## config.mk

```make
export PLATFORM = sky130hd
export DESIGN_NAME = freerun_timer
export DESIGN_NICKNAME = d
export VERILOG_FILES = /design/src/rtl/freerun_pkg.sv /design/src/rtl/freerun_prescaler.sv /design/src/rtl/freerun_counter.sv /design/src/rtl/freerun_ctrl_regs.sv /design/src/rtl/freerun_timer.sv
export SDC_FILE = /design/constraint.sdc
export NUM_CORES = 1
export LEC_CHECK = 0
export ABC_AREA = 1
export CAP_MARGIN = 25
export CORE_MARGIN = 3
export CORE_UTILIZATION = 45
export CTS_BUF_LIST = sky130_fd_sc_hd__clkbuf_4
export DETAILED_ROUTE_END_ITERATION = 7
export PLACE_DENSITY = 0.78
export REMOVE_ABC_BUFFERS = 1
export SLEW_MARGIN = 5
export SYNTH_ARGS = -nofsm -noshare
export SYNTH_HDL_FRONTEND = slang
export SYNTH_HIERARCHICAL = 1
export SYNTH_SLANG_ARGS = --single-unit
```

## constraint.sdc

```tcl
create_clock -name clk -period 2.35 [get_ports clk]
set_input_delay 0.705 -clock clk [delete_from_list [all_inputs] [get_ports clk]]
set_output_delay 0.705 -clock clk [all_outputs]
set_load 0.005 [all_outputs]
```

## src/rtl/freerun_pkg.sv

```systemverilog
`timescale 1ns/1ps
package freerun_pkg;
   localparam int DATA_W    = 8;
   localparam int MAX_RATIO = 16;
   localparam int DIV_W     = $clog2(MAX_RATIO);

   typedef enum logic [1:0] {
      SEL_DIV1  = 2'b00,
      SEL_DIV4  = 2'b01,
      SEL_DIV8  = 2'b10,
      SEL_DIV16 = 2'b11
   } ps_sel_e;

   localparam logic [1:0] OFS_CNT_HI = 2'd0;
   localparam logic [1:0] OFS_CNT_LO = 2'd1;
   localparam logic [1:0] OFS_MASK   = 2'd2;
   localparam logic [1:0] OFS_FLAG   = 2'd3;

   localparam int EN_BIT  = 7;
   localparam int OVF_BIT = 7;

   function automatic int unsigned ps_ratio(input ps_sel_e s);
      case (s)
         SEL_DIV1:  return 1;
         SEL_DIV4:  return 4;
         SEL_DIV8:  return 8;
         default:   return 16;
      endcase
   endfunction
endpackage

```

## src/rtl/freerun_prescaler.sv

```systemverilog
`timescale 1ns/1ps
module freerun_prescaler
   import freerun_pkg::*;
#(
   parameter int DW = DIV_W
) (
   input  logic    clk,
   input  logic    rst_n,
   input  ps_sel_e sel_i,
   output logic    tick_o
);
   localparam int LIM_MAX = (1 << DW) - 1;

   if (LIM_MAX < MAX_RATIO - 1) begin : g_bad_width
      $error("freerun_prescaler: DW too narrow for the largest ratio");
   end

   ps_sel_e        sel_seen_q;
   logic [DW-1:0]  div_q;
   logic [DW-1:0]  div_lim;
   logic           restart;

   always_comb div_lim = DW'(ps_ratio(sel_i) - 1);
   assign restart = (sel_i != sel_seen_q);
   assign tick_o  = !restart && (div_q == div_lim);

   always_ff @(posedge clk or negedge rst_n) begin
      if (!rst_n) begin
         sel_seen_q <= SEL_DIV1;
         div_q      <= '0;
      end else begin
         sel_seen_q <= sel_i;
         if (restart || div_q == div_lim) div_q <= '0;
         else                             div_q <= div_q + 1'b1;
      end
   end

   // no tick in the cycle right after the select changes
   assert_restart_quiet_R9: assert property (@(posedge clk) disable iff (!rst_n)
      !$stable(sel_i) |-> !tick_o);
endmodule

```

## src/rtl/freerun_counter.sv

```systemverilog
`timescale 1ns/1ps
module freerun_counter #(
   parameter int CNT_W = 16
) (
   input  logic             clk,
   input  logic             rst_n,
   input  logic             tick_i,
   output logic [CNT_W-1:0] cnt_o,
   output logic             wrap_o
);
   if (CNT_W < 2) begin : g_bad_cnt
      $error("freerun_counter: CNT_W must be at least 2");
   end

   assign wrap_o = tick_i && (&cnt_o);

   always_ff @(posedge clk or negedge rst_n) begin
      if (!rst_n)      cnt_o <= '0;
      else if (tick_i) cnt_o <= cnt_o + 1'b1;
   end

   assert_step_on_tick_R2: assert property (@(posedge clk) disable iff (!rst_n)
      tick_i |=> cnt_o == $past(cnt_o) + CNT_W'(1));
   assert_hold_without_tick_R2: assert property (@(posedge clk) disable iff (!rst_n)
      !tick_i |=> $stable(cnt_o));
endmodule

```

## src/rtl/freerun_ctrl_regs.sv

```systemverilog
`timescale 1ns/1ps
module freerun_ctrl_regs
   import freerun_pkg::*;
(
   input  logic              clk,
   input  logic              rst_n,
   input  logic              wr_i,
   input  logic [1:0]        addr_i,
   input  logic [DATA_W-1:0] wdata_i,
   input  logic              wrap_i,
   output ps_sel_e           sel_o,
   output logic              ovf_en_o,
   output logic              ovf_flag_o,
   output logic              irq_o
);
   logic mask_wr;
   logic flag_clr;
   logic unused_wdata;

   assign mask_wr      = wr_i && (addr_i == OFS_MASK);
   assign flag_clr     = wr_i && (addr_i == OFS_FLAG) && wdata_i[OVF_BIT];
   assign unused_wdata = ^wdata_i[6:2];

   always_ff @(posedge clk or negedge rst_n) begin
      if (!rst_n) begin
         sel_o    <= SEL_DIV1;
         ovf_en_o <= 1'b0;
      end else if (mask_wr) begin
         sel_o    <= ps_sel_e'(wdata_i[1:0]);
         ovf_en_o <= wdata_i[EN_BIT];
      end
   end

   // wrap has priority over a simultaneous clear
   always_ff @(posedge clk or negedge rst_n) begin
      if (!rst_n)        ovf_flag_o <= 1'b0;
      else if (wrap_i)   ovf_flag_o <= 1'b1;
      else if (flag_clr) ovf_flag_o <= 1'b0;
   end

   assign irq_o = ovf_flag_o && ovf_en_o;

   assert_flag_on_wrap_R4: assert property (@(posedge clk) disable iff (!rst_n)
      wrap_i |=> ovf_flag_o);
   assert_flag_no_spurious_R4: assert property (@(posedge clk) disable iff (!rst_n)
      (!ovf_flag_o && !wrap_i) |=> !ovf_flag_o);
   assert_clear_by_one_R5: assert property (@(posedge clk) disable iff (!rst_n)
      (flag_clr && !wrap_i) |=> !ovf_flag_o);
   assert_wrap_beats_clear_R8: assert property (@(posedge clk) disable iff (!rst_n)
      (flag_clr && wrap_i) |=> ovf_flag_o);
endmodule

```

## src/rtl/freerun_timer.sv

```systemverilog
`timescale 1ns/1ps
module freerun_timer
   import freerun_pkg::*;
#(
   parameter int CNT_W = 16
) (
   input  logic              clk,
   input  logic              rst_n,
   input  logic [1:0]        bus_addr,
   input  logic              bus_wr,
   input  logic [DATA_W-1:0] bus_wdata,
   output logic [DATA_W-1:0] bus_rdata,
   output logic              irq
);
   localparam int NBYTES = CNT_W / DATA_W;

   if (CNT_W != 2 * DATA_W) begin : g_bad_layout
      $error("freerun_timer: count must span exactly two bus bytes");
   end

   ps_sel_e    sel;
   logic       tick;
   logic       wrap;
   logic       ovf_en;
   logic       ovf_flag;
   logic [CNT_W-1:0]  cnt;
   logic [DATA_W-1:0] cnt_byte [NBYTES];

   freerun_ctrl_regs u_regs (
      .clk        (clk),
      .rst_n      (rst_n),
      .wr_i       (bus_wr),
      .addr_i     (bus_addr),
      .wdata_i    (bus_wdata),
      .wrap_i     (wrap),
      .sel_o      (sel),
      .ovf_en_o   (ovf_en),
      .ovf_flag_o (ovf_flag),
      .irq_o      (irq)
   );

   freerun_prescaler #(.DW(DIV_W)) u_presc (
      .clk    (clk),
      .rst_n  (rst_n),
      .sel_i  (sel),
      .tick_o (tick)
   );

   freerun_counter #(.CNT_W(CNT_W)) u_cnt (
      .clk    (clk),
      .rst_n  (rst_n),
      .tick_i (tick),
      .cnt_o  (cnt),
      .wrap_o (wrap)
   );

   for (genvar b = 0; b < NBYTES; b++) begin : g_lane
      assign cnt_byte[b] = cnt[b*DATA_W +: DATA_W];
   end

   always_comb begin
      case (bus_addr)
         OFS_CNT_HI: bus_rdata = cnt_byte[NBYTES-1];
         OFS_CNT_LO: bus_rdata = cnt_byte[0];
         OFS_MASK:   bus_rdata = {ovf_en, 5'b0, sel};
         default:    bus_rdata = {ovf_flag, 7'b0};
      endcase
   end

   assert_irq_masked_R6: assert property (@(posedge clk) disable iff (!rst_n)
      !ovf_en |-> !irq);
   assert_irq_needs_flag_R6: assert property (@(posedge clk) disable iff (!rst_n)
      !ovf_flag |-> !irq);
endmodule

```

**Yosys cells after proc, flatten, opt, wreduce, memory -nomap -nowiden**

Index checks and enable logic that the tools add are counted.

- ROM bits: 0
- Output and inout port bits: 9
- Bits in writable memories: 0
- Bits in latches: 0
- Bits in registers: 26
- Input bits: 13
- Memories kept: 0
- Word-level logic and storage cells: 33

- Shift-type cells: 0
- Reductions and logical operators: 12
- $lt $le $gt $ge: 0
- Bitwise operators: 0
- Multipliers: 0
- Mux-type cells: 5
- Add/sub/neg operators: 3
- Equality and inequality tests: 7
- Div/mod/pow operators: 0

Operators by type and width:

| kind | count |
|---|---|
| 8-bit case mux with 3 select lines | 1 |
| 16-bit by 1-bit adder with 16-bit output, second input constant | 1 |
| 16-bit AND reduction | 1 |
| 4-bit case mux with 3 select lines | 1 |
| 2-bit equality test, second input constant | 3 |
| 1-bit logical AND | 6 |
| 4-bit by 1-bit adder with 4-bit output, second input constant | 1 |
| 2-bit by 1-bit equality test with 1-bit output, second input constant | 2 |
| 4-bit equality test | 1 |
| 2-bit zero test | 2 |
| 4-bit 2-to-1 mux | 1 |
| 4-bit by 1-bit subtractor with 4-bit output, second input constant | 1 |
| 1-bit 2-to-1 mux | 2 |
| 2-bit != test | 1 |
| 2-bit nonzero test | 1 |
| 1-bit zero test | 1 |
| 1-bit logical OR | 1 |

**Depth between registers and ports, before layout**

Gate-level depths: netlist of the first run.

- Word-level depth: 7
- Mapped depth: 14
- Depth with buffers taken out: 13

**Cells and area by module**

The synthesis of the first run kept the hierarchy.

Modules (own cells, without submodules):

| module | area an instance (µm²) | cells each | seq. area each (µm²) | instances |
|---|---|---|---|---|
| freerun_counter | 870.8 | 111 | 400.4 | 1 |
| freerun_prescaler | 316.6 | 40 | 150.1 | 1 |
| freerun_ctrl_regs | 177.7 | 22 | 100.1 | 1 |
| freerun_timer | 136.4 | 32 | 0.0 | 1 |

**Least setup slack after synthesis of the first run**

OpenSTA, ideal clock, no wires.

- Kind: input port to output port
- Start point: input bus_addr[0]
- End point: output bus_rdata[1]
- Stages on the path: 3
- Required time: 1.645 ns
- Data arrival time: 1.070 ns
- Buffers on the path: 0
- Path slack: 0.575 ns
- Cell sequence: nor2_2 nand2_1 nand3_1

- Longest elaborated chain between the ends: 2
- Elaborated cells between the ends (all ways): 4
- Those cells by class: eq/ne: 2; mux: 1; reduce/logical: 1

Ends and longest elaborated chain:

| what | RTL line | RTL |
|---|---|---|
| start, declared | freerun_timer.sv:9 | `input logic [1:0] bus_addr,` |
| 2-bit equality test (tied with other cells) | freerun_timer.sv:62 | `case (bus_addr)` |
| 8-bit case mux with 3 select lines (*) | freerun_timer.sv:62 |  |
| end, declared | freerun_timer.sv:12 | `output logic [DATA_W-1:0] bus_rdata,` |

Every way passes the cells marked *; elsewhere a longest branch is shown, timed or not.

**Worst setup path after layout of the first run**

- Start point: input bus_addr[1]
- End point: output bus_rdata[0]

The elaborated chain is that of the path after synthesis.

==> results of run 1 <==
-- path summary, 6_finish.rpt --
kind	start	end	cells after the start
hold / removal	u_presc/div_q[0]	u_presc/div_q[0]	1
setup reg to reg	u_regs/sel_o[0]	u_cnt/cnt_o[9]	7
setup / recovery	bus_addr[1]	bus_rdata[0]	7
max in group asynchronous	rst_n	u_cnt/cnt_o[11]	2
min in group asynchronous	rst_n	u_presc/sel_seen_q[1]	2
hold reg to reg	u_presc/div_q[0]	u_presc/div_q[0]	1
-- cell usage in the layout, fill, tap and decap left out --
cell type	count
a21oi_2	1
xnor2_1	9
nand2_1	76
buf_4	10
nand4_1	7
o21ai_1	1
dfrtp_1	26
ha_1	2
nand2_2	2
a21oi_1	1
nor2_2	3
nor2b_1	1
nor2_1	19
dlygate4sd2_1	7
buf_2	1
nor2_4	3
nand3_1	21
inv_1	23
inv_2	2
o21bai_1	1
xor2_1	3
or2_0	1
clkbuf_2	1
buf_6	2
nor3_1	1
o21ai_0	1
clkdlybuf4s50_1	6
clkbuf_4	3
-- per-layer routing --
| layer | vias to the layer above | wire, um | global-route usage |
|---|---|---|---|
| met4 | 0 | 66 | 0.0728 |
| met3 | 7 | 157 | 0.0264 |
| met1 | 621 | 1490 | 0.234 |
| li1 | 696 | - | - |
| met5 | - | 0 | 0 |
| met2 | 36 | 1460 | 0.288 |
-- metrics by stage --
| step | instances | util | hold slack, ns | area, sq um | setup TNS, ns |
|---|---|---|---|---|---|
| detailed placement | 272 | 0.566 | 0.477 | 1770 | -4.00 |
| finish | 278 | 0.576 | 0.492 | 1800 | 0 |
| global route | 278 | 0.576 | 0.547 | 1800 | 0 |
| global placement | 272 | 0.566 | 0.474 | 1770 | -3.90 |
| CTS | 278 | 0.577 | 0.496 | 1800 | 0 |
| floorplan | 204 | - | 0.409 | 1490 | 0 |
-- logic make-up (layout without fill, tap and decap cells) --
kind of cell / Yosys count / in the layout / synth area share
simple gates: 134 / 134 / 0.392
flops: 26 / 26 / 0.433
buf+inv: 26 / 55 / 0.0675
xor+xnor: 12 / 12 / 0.0700
compound gates: 5 / 5 / 0.0208
fa+ha+maj: 2 / 2 / 0.0167
-- timing repair --
action	in CTS	in global routing
buffers inserted	3	0
resized for setup	19	2
pin swaps	1	0
endpoints found under the setup margin	8	1
endpoints found under the hold margin	0	0
-- area by class of cell --
class | instances | area, sq um
repair buffers | 27 | 229
flip-flops and latches | 26 | 651
inverters | 25 | 93.8
fillers | 296 | 1330
well taps | 44 | 55.1
multi-input cells | 153 | 749
clock buffers | 3 | 22.5
-- state kept, by name, indices dropped and copies added (netlist names) --
signal	count
u_cnt/cnt_o	16
u_regs/sel_o	2
u_presc/div_q	4
u_regs/ovf_en_o	1
u_presc/sel_seen_q	2
u_regs/ovf_flag_o	1
-- power breakdown --
group | internal [mW] | switching, mW
combinational | 0.107 | 0.125
clock | 0.0601 | 0.128
sequential | 0.503 | 0.0761
total | 0.670 | 0.329
-- worst reg2reg max path, stage by stage (launching register included) --
cell	delay [ns]
dfrtp_1	0.48
or2_0	0.26
a21oi_2	0.17
nor2b_1	0.27
nand3_1	0.15
nor2_1	0.25
nand2_1	0.11
xnor2_1	0.13
==> results.json, run 1 <==
{
  "grt_overflow_total": 0,
  "via_per_inst": 4.89,
  "setup_viol": 0,
  "hold_buffers": 0,
  "hold_class": "register to register",
  "ys_ff_latch": 26,
  "ir_worst_vdd_v": 0.000281,
  "worst_slack_ns": 0.0930,
  "wl_per_cell_um": 11.4,
  "ff2ff_setup_slack_ns": 0.42,
  "drt.antenna.violating_nets": 0,
  "synth_edf_count": 0,
  "fmax_ghz": 0.443,
  "die_w_um": 63.8,
  "drtIter0Drc": 83,
  "power_mw": 0.999,
  "route.detailed.drc": 0,
  "area_growth_pct": 19.9,
  "slowest_delay_ns": 0.23,
  "syn-instance-count": 205,
  "netlist-cell-type-count": 22,
  "synth_top_cell_area_share": 0.433,
  "avgSynthCellArea_sq_um": 7.32,
  "ctsLongestPathBuffers": 2,
  "max_slew.worst_pin.slew_ns": 0.324,
  "cpMaxStageDelayCell": "dlygate4sd2_1",
  "p_per_area_nw_per_um2": 555,
  "start_util": 0.480,
  "dr_total_vias": 1360,
  "grt_first_pass_wirelength_um": 5640,
  "hold_viol": 0,
  "fp.coreArea_sq_um": 3130,
  "start_kind": "input port",
  "antenna_found_initial": 0,
  "clock_sinks": 26,
  "first_pass_iters": 4,
  "async_reset_ff_frac": 1.00,
  "min_period_ns": 2.26,
  "critical_path_class": "input port to output pin",
  "place_ws_ns": -0.518,
  "rows": 20,
  "ys_top_cells_by_count": "76 x nand2_1, 26 x dfrtp_1, 23 x inv_1, 21 x nand3_1, 19 x nor2_1",
  "htreeDepth": 1,
  "place_congestion": 0.884,
  "slew_viol_final": 0,
  "syn_area_sq_um": 1500,
  "cts_made_buffers": 3,
  "portBuffers": 16,
  "crit_buf_inv": 4,
  "slew_headroom": 0.784,
  "yosysWarnings": 6,
  "cts_tree": "yes",
  "synth_area_leader_cell": "dfrtp_1",
  "crit_top_cell": "buf_4",
  "grt_max_degree": 27,
  "cts.reportedPaths.clkPinSlew_ns": 0.13,
  "wirelength_um": 3170,
  "crit_path_end_kind": "output pin",
  "worst-path-max-fanout": 6,
  "cp_top_family": "buffers and inverters",
  "pin_count": 22,
  "dieArea_sq_um": 4070,
  "drv_cap": 0,
  "min_period_over_period": 0.960,
  "synthFlopType": "dfrtp_1",
  "post-synth-top-count-cell": "nand2_1",
  "arrival_ns": 1.55,
  "insertion_delay_ns": 0.32,
  "hpwl_um": 2330,
  "critPathRequiredTime_ns": 1.64,
  "p_leak_nw": 0.876,
  "rsz0062_at_grt": "false",
  "crit_path_cell_trace": "buf_4 -> nor2_2 -> buf_6 -> buf_4 -> nand2_1 -> nand3_1 -> dlygate4sd2_1",
  "cts-root-buf": "clkbuf_4",
  "finClkSkew_ns": 0.00183,
  "grtUsageTotal": 0.176,
  "die_h_um": 63.8,
  "n_antenna_cell": 0,
  "drive_above_1_share": 0.120,
  "synth_area_leaders": "dfrtp_1 43%, nand2_1 19%, nand3_1 7.0%",
  "grt_pass1_vias": 1298,
  "status": "finished clean",
  "nNetsFinal": 251,
  "yosysSeqAreaShare": 0.433
}
Note: power is estimated with default switching activity, not from simulation.
==> run 2, diff against run 1 <==
Settings changed: PLACE_DENSITY 0.78 to 0.68.
==> run 2 against run 1 <==
Against the previous run: worst hold slack better by 0.0087 ns; worst setup slack got worse by 0.049 ns; sequential power about the same; cell area increased by 3.0%; largest cell class unchanged; via count fell by 3.4%; total power rose by 13%; fmax fell by 2.1%; largest power group unchanged.
==> results.json, run 2 (synthesized netlist as in run 1, its figures left out) <==
{
  "largest_registers": "u_cnt/cnt_o: 16 flops, u_presc/div_q: 4 flops",
  "largest_register_ffs": 16,
  "most-common-layout-cells": "76 x nand2_1, 26 x dfrtp_1, 23 x inv_1",
  "via_per_inst": 4.71,
  "grt_max_degree": 27,
  "worst_slack_ns": 0.0437,
  "ff2ff_setup_slack_ns": 0.39,
  "finClkSkew_ns": 0.00795,
  "cts_tree": "yes",
  "cp_top_family": "buffers and inverters",
  "crit_path_end_kind": "output pin",
  "min_period_over_period": 0.981,
  "drv_cap": 0,
  "placed_cell_area_sq_um": 1770,
  "fp.coreArea_sq_um": 3130,
  "post-route-util": 0.593,
  "start_util": 0.480,
  "min_period_ns": 2.31,
  "portBuffers": 16,
  "slew_headroom": 0.776,
  "drtIter0Drc": 83,
  "final_common_cell": "nand2_1",
  "hpwl_um": 2170,
  "first_pass_iters": 4,
  "critical_path_class": "input port to output pin",
  "drt.antenna.violating_nets": 0,
  "grt_overflow_total": 0,
  "grtUsageTotal": 0.162,
  "crit_path_cell_trace": "clkdlybuf4s15_2 -> nor2_2 -> buf_6 -> buf_4 -> nand2_1 -> nand3_1 -> clkdlybuf4s15_1",
  "setup_viol": 0,
  "n_antenna_cell": 0,
  "cts-root-buf": "clkbuf_4",
  "dr_total_vias": 1314,
  "wl_per_cell_um": 10.5,
  "place_congestion": 0.809,
  "grt_pass1_vias": 1258,
  "hold_buffers": 0,
  "die_w_um": 63.8,
  "arrival_ns": 1.60,
  "wirelength_um": 2940,
  "p_leak_nw": 0.888,
  "top_register": "u_cnt/cnt_o",
  "start_kind": "input port",
  "fmax_ghz": 0.434,
  "area_growth_pct": 23.5,
  "critPathRequiredTime_ns": 1.64,
  "htreeDepth": 1,
  "clock_sinks": 26,
  "rows": 20,
  "cts.reportedPaths.clkPinSlew_ns": 0.14,
  "nNetsFinal": 251,
  "hold_viol": 0,
  "antenna_found_initial": 0,
  "power_mw": 1.12,
  "crit_buf_inv": 4,
  "route.detailed.drc": 0,
  "ir_worst_vdd_v": 0.000442,
  "worst-path-max-fanout": 4,
  "slowest_delay_ns": 0.21,
  "slew_viol_final": 0,
  "die_h_um": 63.8,
  "dieArea_sq_um": 4070,
  "status": "finished clean",
  "drive_above_1_share": 0.119,
  "pin_count": 22,
  "p_per_area_nw_per_um2": 607,
  "hold_class": "register to register",
  "cts_made_buffers": 3,
  "insertion_delay_ns": 0.32,
  "ctsLongestPathBuffers": 2,
  "fin_area_sq_um": 1850,
  "cpMaxStageDelayCell": "clkdlybuf4s15_2",
  "max_slew.worst_pin.slew_ns": 0.336,
  "grt_first_pass_wirelength_um": 5290,
  "place_ws_ns": -0.515
}
-- run 2: final cells by class --
class,instances,area [sq um]
repair buffers,27,253
flip-flops and latches,26,651
well taps,44,55.1
clock inverters,1,30.0
clock buffers,3,22.5
multi-input cells,153,749
inverters,25,93.8
fillers,293,1270
-- run 2: metrics by stage --
| step | instances | setup TNS [ns] | hold WS [ns] |
|---|---|---|---|
| 3_5_place_dp | 272 | -3.88 | 0.488 |
| 3_3_place_gp | 272 | -3.90 | 0.473 |
| 2_1_floorplan | 204 | 0 | 0.409 |
| 5_1_grt | 279 | -0.000919 | 0.544 |
| 6_report | 279 | 0 | 0.501 |
| 4_1_cts | 277 | 0 | 0.507 |
-- run 2: layer usage --
layer / wire, um / global-route usage / up-vias / share of wire
met5: 0 / 0 / - / 0
met1: 1450 / 0.210 / 597 / 0.49
met3: 127 / 0.0457 / 2 / 0.043
li1: - / - / 696 / -
met2: 1340 / 0.274 / 19 / 0.46
met4: 16 / 0.0243 / 0 / 0.0054
-- run 2: timing repair --
| action | CTS | global route |
|---|---|---|
| pin swaps | 0 | 1 |
| buffers inserted | 1 | 2 |
| gates resized for setup | 17 | 3 |
| setup endpoints to repair | 8 | 3 |
| gates cloned | 0 | 0 |
-- run 2: path summary, 6_finish.rpt --
check                              endpoint        startpoint  cells after the start
min in group asynchronous  u_presc/div_q[2]             rst_n                      2
setup / recovery               bus_rdata[0]       bus_addr[0]                      7
max in group asynchronous   u_cnt/cnt_o[12]             rst_n                      2
hold reg to reg            u_presc/div_q[0]  u_presc/div_q[0]                      1
hold / removal             u_presc/div_q[0]  u_presc/div_q[0]                      1
setup reg to reg             u_cnt/cnt_o[9]   u_regs/sel_o[0]                      7
-- run 2: power by group --
| group | internal, mW | total (mW) | switching (mW) |
|---|---|---|---|
| sequential | 0.503 | 0.580 | 0.0764 |
| combinational | 0.112 | 0.236 | 0.124 |
| clock | 0.173 | 0.310 | 0.137 |
